===== src/rtl/pin_irq_pkg.sv =====
package pin_irq_pkg;

    typedef enum logic [1:0] {
        SENSE_LOW  = 2'b00,
        SENSE_HIGH = 2'b01,
        SENSE_BOTH = 2'b10,
        SENSE_RSVD = 2'b11
    } sense_e;

    typedef struct packed {
        logic   lvl_mode;
        sense_e sense;
    } trig_cfg_t;

    // Edge qualification for the selected sense.
    function automatic logic edge_qualifies(sense_e s, logic rise, logic fall);
        logic r;
        case (s)
            SENSE_LOW:  r = fall;
            SENSE_HIGH: r = rise;
            SENSE_BOTH: r = rise | fall;
            default:    r = 1'b0;
        endcase
        return r;
    endfunction

    // Level qualification; both-edge and reserved codes never match a level.
    function automatic logic level_qualifies(sense_e s, logic pin);
        logic r;
        case (s)
            SENSE_LOW:  r = ~pin;
            SENSE_HIGH: r = pin;
            default:    r = 1'b0;
        endcase
        return r;
    endfunction

endpackage


===== src/rtl/pin_event_det.sv =====
module pin_event_det
    import pin_irq_pkg::*;
(
    input  logic      clk,
    input  logic      rst,
    input  logic      pin_i,
    input  trig_cfg_t cfg_i,
    output logic      hit_o
);

    logic prev_q;
    logic primed_q;
    logic rise, fall;

    always_ff @(posedge clk) begin
        if (rst) begin
            prev_q   <= 1'b0;
            primed_q <= 1'b0;
        end else begin
            prev_q   <= pin_i;
            primed_q <= 1'b1;
        end
    end

    assign rise = primed_q & pin_i & ~prev_q;
    assign fall = primed_q & ~pin_i & prev_q;

    always_comb begin
        if (cfg_i.lvl_mode)
            hit_o = level_qualifies(cfg_i.sense, pin_i);
        else
            hit_o = edge_qualifies(cfg_i.sense, rise, fall);
    end

    AST_RISE_SEEN: assert property (@(posedge clk) disable iff (rst)
        (primed_q && !cfg_i.lvl_mode && cfg_i.sense == SENSE_HIGH && $rose(pin_i)) |-> hit_o)
        else $error("rising edge missed");

    AST_FALL_SEEN: assert property (@(posedge clk) disable iff (rst)
        (primed_q && !cfg_i.lvl_mode && cfg_i.sense == SENSE_LOW && $fell(pin_i)) |-> hit_o)
        else $error("falling edge missed");

    AST_EDGE_QUIET: assert property (@(posedge clk) disable iff (rst)
        (primed_q && !cfg_i.lvl_mode && $stable(pin_i)) |-> !hit_o)
        else $error("edge reported on a stable pin");

    AST_RSVD_SILENT: assert property (@(posedge clk) disable iff (rst)
        (cfg_i.sense == SENSE_RSVD) |-> !hit_o)
        else $error("reserved sense produced an event");

endmodule


===== src/rtl/irq_status_reg.sv =====
module irq_status_reg (
    input  logic clk,
    input  logic rst,
    input  logic hit_i,
    input  logic en_i,
    input  logic clr_i,
    output logic status_o
);

    logic status_q;

    always_ff @(posedge clk) begin
        if (rst)
            status_q <= 1'b0;
        else
            status_q <= (status_q & ~clr_i) | (en_i & hit_i);
    end

    assign status_o = status_q;

    AST_STICKY: assert property (@(posedge clk) disable iff (rst)
        (status_q && !clr_i) |=> status_q)
        else $error("status dropped without clear");

    AST_CLR_TAKES: assert property (@(posedge clk) disable iff (rst)
        (clr_i && !(en_i && hit_i)) |=> !status_q)
        else $error("clear ignored");

    AST_DISABLED_HOLD: assert property (@(posedge clk) disable iff (rst)
        (!en_i && !status_q) |=> !status_q)
        else $error("status set while disabled");

    AST_SET_WINS: assert property (@(posedge clk) disable iff (rst)
        (en_i && hit_i) |=> status_q)
        else $error("event lost");

endmodule


===== src/rtl/pin_irq_detect.sv =====
module pin_irq_detect
    import pin_irq_pkg::*;
(
    input  logic       clk,
    input  logic       rst,
    input  logic       pin_i,
    input  logic       lvl_mode_i,
    input  logic [1:0] sense_i,
    input  logic       irq_en_i,
    input  logic       irq_pass_i,
    input  logic       clr_i,
    output logic       status_o,
    output logic       irq_o
);

    trig_cfg_t cfg;
    logic      hit;
    logic      status;

    assign cfg.lvl_mode = lvl_mode_i;
    assign cfg.sense    = sense_e'(sense_i);

    pin_event_det u_det (
        .clk   (clk),
        .rst   (rst),
        .pin_i (pin_i),
        .cfg_i (cfg),
        .hit_o (hit)
    );

    irq_status_reg u_stat (
        .clk      (clk),
        .rst      (rst),
        .hit_i    (hit),
        .en_i     (irq_en_i),
        .clr_i    (clr_i),
        .status_o (status)
    );

    assign status_o = status;
    assign irq_o    = status & irq_en_i & irq_pass_i;

    AST_LEVEL_HOLD: assert property (@(posedge clk) disable iff (rst)
        (lvl_mode_i && sense_i == 2'b01 && pin_i && irq_en_i) |=> status_o)
        else $error("active level not latched");

    AST_REQ_NEEDS_STATUS: assert property (@(posedge clk) disable iff (rst)
        (!$past(status_o) && !$past(irq_en_i)) |-> !irq_o)
        else $error("request without latched status");

endmodule


===== config.mk =====
export PLATFORM = sky130hd
export DESIGN_NAME = pin_irq_detect
export DESIGN_NICKNAME = d
export VERILOG_FILES = /design/src/rtl/pin_irq_pkg.sv /design/src/rtl/pin_event_det.sv /design/src/rtl/irq_status_reg.sv /design/src/rtl/pin_irq_detect.sv
export SDC_FILE = /design/constraint.sdc
export NUM_CORES = 1
export LEC_CHECK = 0
export BUFFER_PORTS_ARGS = -buffer_cell sky130_fd_sc_hd__clkbuf_2
export CORE_AREA = 2 2 39 41
export DETAILED_ROUTE_END_ITERATION = 16
export DIE_AREA = 0 0 41 43
export GPL_ROUTABILITY_DRIVEN = 0
export SLEW_MARGIN = 0
export SYNTH_ARGS = -nofsm -noshare
export SYNTH_HDL_FRONTEND = slang
export SYNTH_SLANG_ARGS = --single-unit
export TNS_END_PERCENT = 30

===== constraint.sdc =====
create_clock -name clk -period 2.4 [get_ports clk]
set_input_delay 0.24 -clock clk [delete_from_list [all_inputs] [get_ports clk]]
set_output_delay 0.24 -clock clk [all_outputs]
set_load 0.02 [all_outputs]

==> impl_results.md <==
- Outcome: finished clean
- F_max: slightly below 900 MHz
- Total GRT Usage: under 10%
- Post-cts gate resize count: 0
- CP endpoint: irq_o
- # H-tree levels: 1
- # setup viols final: 0
- Wirelength per Cell: roughly 7.7 µm
- CP endpoint kind: primary output
- Root Buffer: clkbuf_4
- Initial antenna violation count: 0
- Crit-path max cell delay: 0.33 ns
- Worst-case clock skew: ~0.0025 ns
- Startpoint types: flip-flop
- DIE HEIGHT: 43 µm
- CTS buffer count: 3
- Initial core utilization: 9.67%
- Drt pass-1 iters: 3
- Largest net degree at the start of global routing: 5
- Post-synthesis net count: 25
- Post-placement cell area: around 200 µm²
- Slowest-stage cell, CP: dfxtp_1
- Max Cap Viol: 0
- Syn Std Cell Area: ~130 µm²
- Worst Setup SP: u_stat.status_o$_SDFF_PP0_
- Critical path arrival: 0.88 ns
- Antenna-violating nets left: 0
- Vias in the first global route: 144
- Routed vias: 167
- Clk_lat worst skew: 0.23 ns
- Setup Buffers After CTS: 0
- Pwr Total: 0.158 mW
- Nets: 40
- Final Hold Vio Count: 0
- CTS tree: done
- Crit path cell chain: and3_1 -> clkbuf_2
- Final Slew Violations: 0
- Clk sink count: 3
- VDD IR max: roughly 110 µV
- Port Buffer Count: 10
- Chip Width: 41 µm
- Die area: 1760 µm²
- First-pass GRT wire length: 455 µm
- FF-to-FF setup slack: 1.52 ns
- Most common cell after layout, fill and taps aside: clkbuf_2
- Final min period: ~1.1 ns
- Worst R2R Path Depth: 3
- Warnings, synthesis: 0
- Setup TNS: 0 ns
- Site Rows: 14
- Req. time, crit path: roughly 2.2 ns
- Area Growth Syn to Fin: 72.0%
- Clk buf depth: 2
- Worst slew pin tran: 0.186 ns
- Fin crit share: 46.6%
- Worst Hold Class: input port to flip-flop
- Clk pin slew, worst setup/hold paths: about 0.040 ns
- Avg Inst Size Synth: 8.37 µm²
- Reg2reg end: u_stat.status_o$_SDFF_PP0_
- Slew margin rel.: slightly below 90%
- Sequential area share after synthesis: about 45%
- #FFs+latches synth: 3
- P_leak: 0.109 nW
- Grt total ovfl: 0
- Share of cells above drive strength 1: 43.3%
- Power density over cell area: around 700 nW/µm²
- RSZ-0062 raised after global routing: false
- Highest-count cells in the layout ignoring fill and taps: clkbuf_2 (10), clkbuf_4 (3), dfxtp_1 (3)
- Count of cell types in the netlist: 11
- Hold Buf Count CTS: 0
- Worst R2R Start: u_det.prev_q$_SDFF_PP0_
- Final instance area: around 230 µm²
- DR iter-0 viols: 1
- Drc violations: 0
- Vias per cell: 3.63
- Top Ports: 11
- Synth Instances: 16
- Ant diodes: 0
- Core area: 1380 µm²
- Drt total wl: 354 µm
- Maximum fanout along the worst path: 3
- CP Class: flip-flop to primary output
## how the worst min path moves through the flow
stage,startpoint,depth (start not counted),to,slack [ns]
2_1_floorplan,rst,1,u_det.prev_q$_SDFF_PP0_,0.31
3_3_place_gp,rst,2,u_det.primed_q$_DFF_P_,0.44
3_5_place_dp,rst,2,u_det.primed_q$_DFF_P_,0.45
4_1_cts,rst,2,u_det.primed_q$_DFF_P_,0.20
5_1_grt,rst,2,u_det.primed_q$_DFF_P_,0.21
6_report,rst,2,u_det.primed_q$_DFF_P_,0.22
## power breakdown
part	switching (mW)	internal [mW]	total [mW]
registers	0.00110	0.0527	0.0538
logic	0.00843	0.00899	0.0174
clock network	0.0250	0.0622	0.0873
total	0.0345	0.124	0.158
## routing by layer
layer / up-vias / track usage [%] / wire length (µm)
met1: 73 / 2.23 / 113
met2: 7 / 6.56 / 196
met5: - / 0 / 0
met4: 0 / 10.0 / 15
met3: 2 / 3.14 / 28
li1: 85 / - / -
## registers in the layout, summed over array words and instances, names as in the netlist
register / count
u_det.prev_q: 1
u_det.primed_q: 1
u_stat.status_o: 1
## kinds of logic after synthesis
| logic type | Yosys count | synth area share, % |
|---|---|---|
| and+or+nand+nor | 8 | 31.8 |
| DFF | 3 | 44.9 |
| AOI/OAI and AO/OA | 4 | 20.6 |
| buffers and inverters | 1 | 2.80 |
## cells in the mapped netlist
cell type  instances  area, µm²
dfxtp_1            3       60.1
nor2_1             2       7.51
o21ai_1            2       10.0
or2_0              2       12.5
a32oi_1            1       8.76
and3_1             1       6.26
inv_1              1       3.75
nand2_1            1       3.75
nand2b_1           1       6.26
nor2b_1            1       6.26
o2111ai_1          1       8.76
## cell type report
class / count / area, µm²
clock buffer: 4 / 26.3
fill: 156 / 1150
inverter: 1 / 3.75
multi-input combinational: 12 / 70.1
sequential: 3 / 60.1
tap: 16 / 20.0
timing repair buffer: 10 / 50.0
## stage by stage
stage	utilization (%)	setup slack (ns)	instances	hold WS [ns]
after floorplan	-	1.43	16	0.312
after detailed placement	14.7	1.42	42	0.448
after global placement	14.7	1.45	42	0.442
final	16.6	1.28	46	0.217
after CTS	16.6	1.26	46	0.202
after global routing	16.6	1.21	46	0.214
## critical path, delay by kind of cell, from the launching register on
family | cells | cell delay [ns]
buf+inv | 1 | 0.16
flops | 1 | 0.33
simple gates | 1 | 0.15
Note: power is estimated with default switching activity, not from simulation.
